===== src/rtl/burst_pkg.sv =====
package burst_pkg;

  localparam int LG_W = 2;

  typedef struct packed {
    logic            page;
    logic            ilv;
    logic [LG_W-1:0] lg;
  } burst_cfg_t;

  function automatic burst_cfg_t decode_len(input logic [2:0] code, input logic ilv);
    burst_cfg_t c;
    c.page = 1'b0;
    c.ilv  = ilv;
    c.lg   = '0;
    case (code)
      3'd1:    c.lg = 2'd1;
      3'd2:    c.lg = 2'd2;
      3'd3:    c.lg = 2'd3;
      3'd7: begin
        c.page = 1'b1;
        c.ilv  = 1'b0;
      end
      default: c.lg = 2'd0;
    endcase
    return c;
  endfunction

endpackage


===== src/rtl/burst_cfg_reg.sv =====
module burst_cfg_reg import burst_pkg::*; #(
  parameter int COL_W = 9
) (
  input  logic             clk,
  input  logic             rst_n,
  input  logic             load_i,
  input  logic [COL_W-1:0] col_i,
  input  logic [2:0]       len_code_i,
  input  logic             ilv_i,
  output logic [COL_W-1:0] base_o,
  output logic [COL_W-1:0] mask_o,
  output logic             page_o,
  output logic             ilv_o
);

  localparam int MAX_FIXED_BITS = 1 << LG_W;

  burst_cfg_t       cfg_q;
  logic [COL_W-1:0] base_q;

  always_ff @(posedge clk or negedge rst_n) begin
    if (!rst_n) begin
      cfg_q  <= '0;
      base_q <= '0;
    end else if (load_i) begin
      cfg_q  <= decode_len(len_code_i, ilv_i);
      base_q <= col_i;
    end
  end

  // low bits may belong to a fixed block; higher bits move only in page mode
  for (genvar i = 0; i < COL_W; i++) begin : g_mask
    if (i < MAX_FIXED_BITS) begin : g_lo
      assign mask_o[i] = cfg_q.page | (cfg_q.lg > LG_W'(i));
    end else begin : g_hi
      assign mask_o[i] = cfg_q.page;
    end
  end

  assign base_o = base_q;
  assign page_o = cfg_q.page;
  assign ilv_o  = cfg_q.ilv;

endmodule


===== src/rtl/burst_beat_seq.sv =====
module burst_beat_seq #(
  parameter int COL_W = 9
) (
  input  logic             clk,
  input  logic             rst_n,
  input  logic             start_i,
  input  logic             stop_i,
  input  logic             ready_i,
  input  logic [COL_W-1:0] mask_i,
  input  logic             page_i,
  output logic             valid_o,
  output logic             last_o,
  output logic [COL_W-1:0] beat_o
);

  logic             valid_q;
  logic [COL_W-1:0] beat_q;
  logic             is_last;

  assign is_last = valid_q && !page_i && (beat_q == mask_i);

  always_ff @(posedge clk or negedge rst_n) begin
    if (!rst_n) begin
      valid_q <= 1'b0;
      beat_q  <= '0;
    end else if (start_i) begin
      valid_q <= 1'b1;
      beat_q  <= '0;
    end else if (stop_i) begin
      valid_q <= 1'b0;
    end else if (valid_q && ready_i) begin
      if (is_last) valid_q <= 1'b0;
      else         beat_q  <= beat_q + COL_W'(1);
    end
  end

  assign valid_o = valid_q;
  assign last_o  = is_last;
  assign beat_o  = beat_q;

endmodule


===== src/rtl/burst_col_map.sv =====
module burst_col_map #(
  parameter int COL_W = 9
) (
  input  logic [COL_W-1:0] base_i,
  input  logic [COL_W-1:0] beat_i,
  input  logic [COL_W-1:0] mask_i,
  input  logic             ilv_i,
  output logic [COL_W-1:0] col_o
);

  logic [COL_W-1:0] offset;

  always_comb begin
    offset = ilv_i ? (base_i ^ beat_i) : (base_i + beat_i);
    col_o  = (base_i & ~mask_i) | (offset & mask_i);
  end

endmodule


===== src/rtl/burst_col_gen.sv =====
module burst_col_gen #(
  parameter int COL_W = 9
) (
  input  logic             clk,
  input  logic             rst_n,
  input  logic             start_i,
  input  logic [COL_W-1:0] start_col_i,
  input  logic [2:0]       len_code_i,
  input  logic             ilv_i,
  input  logic             stop_i,
  input  logic             col_ready_i,
  output logic             col_valid_o,
  output logic [COL_W-1:0] col_o,
  output logic             last_o
);

  logic [COL_W-1:0] base, mask, beat;
  logic             page, ilv;

  burst_cfg_reg #(.COL_W(COL_W)) u_cfg (
    .clk        (clk),
    .rst_n      (rst_n),
    .load_i     (start_i),
    .col_i      (start_col_i),
    .len_code_i (len_code_i),
    .ilv_i      (ilv_i),
    .base_o     (base),
    .mask_o     (mask),
    .page_o     (page),
    .ilv_o      (ilv)
  );

  burst_beat_seq #(.COL_W(COL_W)) u_seq (
    .clk     (clk),
    .rst_n   (rst_n),
    .start_i (start_i),
    .stop_i  (stop_i),
    .ready_i (col_ready_i),
    .mask_i  (mask),
    .page_i  (page),
    .valid_o (col_valid_o),
    .last_o  (last_o),
    .beat_o  (beat)
  );

  burst_col_map #(.COL_W(COL_W)) u_map (
    .base_i (base),
    .beat_i (beat),
    .mask_i (mask),
    .ilv_i  (ilv),
    .col_o  (col_o)
  );

endmodule


===== config.mk =====
export PLATFORM = sky130hd
export DESIGN_NAME = burst_col_gen
export DESIGN_NICKNAME = d
export VERILOG_FILES = /design/src/rtl/burst_pkg.sv /design/src/rtl/burst_cfg_reg.sv /design/src/rtl/burst_beat_seq.sv /design/src/rtl/burst_col_map.sv /design/src/rtl/burst_col_gen.sv
export SDC_FILE = /design/constraint.sdc
export NUM_CORES = 1
export LEC_CHECK = 0
export BUFFER_PORTS_ARGS = -buffer_cell sky130_fd_sc_hd__buf_2
export CAP_MARGIN = 30
export CORE_UTILIZATION = 55
export DETAILED_ROUTE_END_ITERATION = 10
export GPL_TIMING_DRIVEN = 0
export PLACE_DENSITY = 0.8
export SLEW_MARGIN = 20
export SYNTH_ARGS = -nofsm -noshare
export SYNTH_HDL_FRONTEND = slang
export SYNTH_SLANG_ARGS = --single-unit

===== constraint.sdc =====
create_clock -name clk -period 2.83 [get_ports clk]
set_input_delay 0.283 -clock clk [delete_from_list [all_inputs] [get_ports clk]]
set_output_delay 0.283 -clock clk [all_outputs]
set_load 0.05 [all_outputs]

==> impl_metrics.tcl <==
set metrics [dict create \
    die_area_um2 3080 \
    synth-edff-count 0 \
    routabilityCongestion 0.822 \
    crit_type "reg -> out" \
    irDropWorstVdd_mv 0.340 \
    clock-root-buffer "clkbuf_4" \
    switching_share 0.381 \
    cp-end-kind "primary output" \
    numClockSinks 23 \
    pre_cts_slack_ns -0.0798 \
    final_cells 236 \
    nets 234 \
    synth_async_sr_flop_share 1.00 \
    setup_ws_ns 0.0157 \
    outcome "finished, final reports clean" \
    seqPwrFrac 0.453 \
    utilization 0.703 \
    rsz0062_at_grt "true" \
    ioPinCount 29 \
    drive_above_1_share 0.307 \
    max_freq_ghz 0.355 \
    startpoint_type "flop" \
    dr.pass1.iters 4 \
    cap_violations 0 \
    postRouteAntennaNets 0 \
    min_period_over_period 0.994 \
    port_buffers 27 \
    drc 0 \
    synth_area_per_cell_um2 9.47 \
    antenna_found_initial 0 \
    worst_pin_slew_ns 0.527 \
    total_power_w 0.000822 \
    viasPerCell 6.11 \
    yosysSeqAreaShare 0.366 \
    overflow 0 \
    slew_headroom 0.649 \
    synth.top_cells.by_count "dfrtp_1 (23), nor2_1 (18), a21oi_1 (12), mux2_2 (11), nand2_1 (11)" \
    setup-violations-final 0 \
    yosysTopAreaCellShare 0.366 \
    area_growth_pct 22.2 \
    cts-buffers-inserted 3 \
    cts_max_level 1 \
    p_leak_nw 0.856 \
    core_area_um2 2730 \
    synth_ff_type "dfrtp_1" \
    syn_nets 194 \
    insertedDiodeCount 0 \
    fin_skew_ns 0.00916 \
    layout_min_cycle_time_ns 2.81 \
    path_clk_slew_ns 0.14 \
    crit_arrival_ns 2.53 \
    place_inst 224 \
    wire_per_inst_um 15.6 \
    cp_max_fo 2 \
    clock_latency_ns 0.32 \
    cts_tree "built" \
    yosysTopAreaCell "dfrtp_1" \
    hold_path_class "in -> reg" \
    p_int_w 0.000509 \
    die_w_um 55.5 \
    start_util 0.575 \
    postSynthCellCount 166 \
    yosysWarnings 0 \
    dp_hpwl_mm 2.72 \
    dr_total_vias 1442 \
    grt.total_usage 0.256 \
    yosysUniqueCellTypes 42 \
    hold_violations 0 \
    grt_first_pass_wirelength_mm 6.21 \
    rows 19 \
    required_ns 2.55 \
    drtIter0Drc 75 \
    syn_area_um2 1570 \
    report.final.slew_viol_count 0 \
    r2r_setup_slack_ns 1.05 \
    dieHeight_um 55.5 \
    synth.most_common_cell "dfrtp_1" \
    synth.ff_latch_count 23 \
    combPwrFrac 0.353 \
    totalWireLength_mm 3.68 \
    synthTopCellsByArea "dfrtp_1 (37%), mux2_2 (7.9%), ha_1 (7.2%)" \
    p_per_area_nw_per_um2 428 \
    grt_start_max_net_pins 24 \
    grt_pass1_vias 1391 \
    max-clock-path-buffers 2 \
    clockPowerShare 0.194 \
    switchingPower_w 0.000313 \
]
==> power groups by stage <==
stage          Clock (W)  Sequential [W]  Combinational (W)
2_1_floorplan          0        0.000378           0.000196
3_3_place_gp           0        0.000379           0.000253
3_5_place_dp           0        0.000380           0.000261
4_1_cts         0.000161        0.000373           0.000278
5_1_grt         0.000171        0.000376           0.000310
6_report        0.000160        0.000373           0.000290
==> worst paths after layout <==
| kind | start | endpoint | cells past startpoint |
|---|---|---|---|
| worst min-delay path | len_code_i[2] | u_cfg.cfg_q[1] | 2 |
| min in group asynchronous | rst_n | u_cfg.base_o[4] | 2 |
| max in group asynchronous | rst_n | u_seq.beat_o[1] | 2 |
| worst min register to register | u_cfg.base_o[4] | u_cfg.base_o[4] | 1 |
| worst max-delay path | u_cfg.base_o[0] | col_o[6] | 9 |
| worst max register to register | u_cfg.page_o | u_seq.beat_o[3] | 5 |
==> state kept, by name (all words and copies together) (netlist names) <==
signal         count
u_cfg.base_o       9
u_seq.beat_o       9
u_cfg.cfg_q        2
u_cfg.ilv_o        1
u_cfg.page_o       1
u_seq.valid_o      1
==> worst max-delay path, stage by stage, from the launching register on <==
cell and delay, ns:
dfrtp_1 0.42, ha_2 0.20, fa_2 0.37, a211oi_4 0.26, buf_4 0.15, buf_4 0.10, o32ai_1 0.10, xor2_1 0.18
mux2_4 0.28, buf_6 0.15
==> area by class of cell <==
class / instances / area (um^2)
multi-input cells: 132 / 1020
plain buffers: 5 / 18.8
repair buffers: 35 / 213
flip-flops and latches: 23 / 577
inverters: 6 / 22.5
well taps: 31 / 38.8
clock buffers: 4 / 26.3
fillers: 224 / 813
==> repair_timing <==
item / CTS / global route
pin swaps: 5 / 2
hold endpoints to repair: 23 / 0
resized for setup: 11 / 7
hold buffers: 1 / 0
endpoints found under the setup margin: 3 / 3
setup buffers: 4 / 3
cloned: 0 / 0
==> kinds of logic (layout without fill, tap and decap cells) <==
kind of cell | after synthesis | count (layout) | synth area share
flip-flops | 23 | 23 | 0.366
adder cells (fa/ha/maj) | 10 | 10 | 0.0844
multiplexers | 14 | 14 | 0.0979
AO/OA/AOI/OAI | 41 | 41 | 0.172
XOR/XNOR | 13 | 13 | 0.0725
AND/OR/NAND/NOR | 54 | 54 | 0.181
buffers and inverters | 11 | 50 | 0.0263
==> per-stage QoR <==
step | cell area, um^2 | hold WS (ns) | TNS (ns)
after floorplan | 1590 | -0.0126 | 0
after global placement | 1760 | 0.285 | -0.0583
after detailed placement | 1760 | 0.287 | -0.0798
after CTS | 1870 | 0.156 | -0.0298
after global routing | 1920 | 0.176 | -0.124
final | 1920 | 0.152 | 0
==> per-layer routing <==
| metal | global-route usage | wire, um | share of wire | up-vias |
|---|---|---|---|---|
| met1 | 0.315 | 1570 | 0.43 | 692 |
| met5 | 0 | 0 | 0 | - |
| met2 | 0.461 | 1890 | 0.51 | 48 |
| met4 | 0.0893 | 87 | 0.024 | 0 |
| met3 | 0.0281 | 134 | 0.036 | 11 |
| li1 | - | - | - | 691 |
==> layout by cell type (no fill, tap or decap), types with 2 or more instances in the layout <==
| master | n |
|---|---|
| ha_2 | 2 |
| ha_1 | 7 |
| mux2_2 | 10 |
| o22ai_1 | 3 |
| buf_4 | 8 |
| buf_6 | 2 |
| xor2_1 | 5 |
| xnor2_1 | 8 |
| o21ai_0 | 7 |
| clkbuf_1 | 6 |
| nand4_1 | 2 |
| and3_1 | 2 |
| nand2b_1 | 3 |
| dfrtp_1 | 22 |
| a31oi_1 | 2 |
| or3_1 | 3 |
| or4_1 | 2 |
| nand3_1 | 5 |
| a31o_1 | 2 |
| clkbuf_4 | 3 |
| a21oi_1 | 12 |
| inv_1 | 6 |
| buf_2 | 24 |
| nor2_1 | 18 |
| mux2i_1 | 3 |
| nand2_1 | 11 |
(Power assumes the default switching activity.)
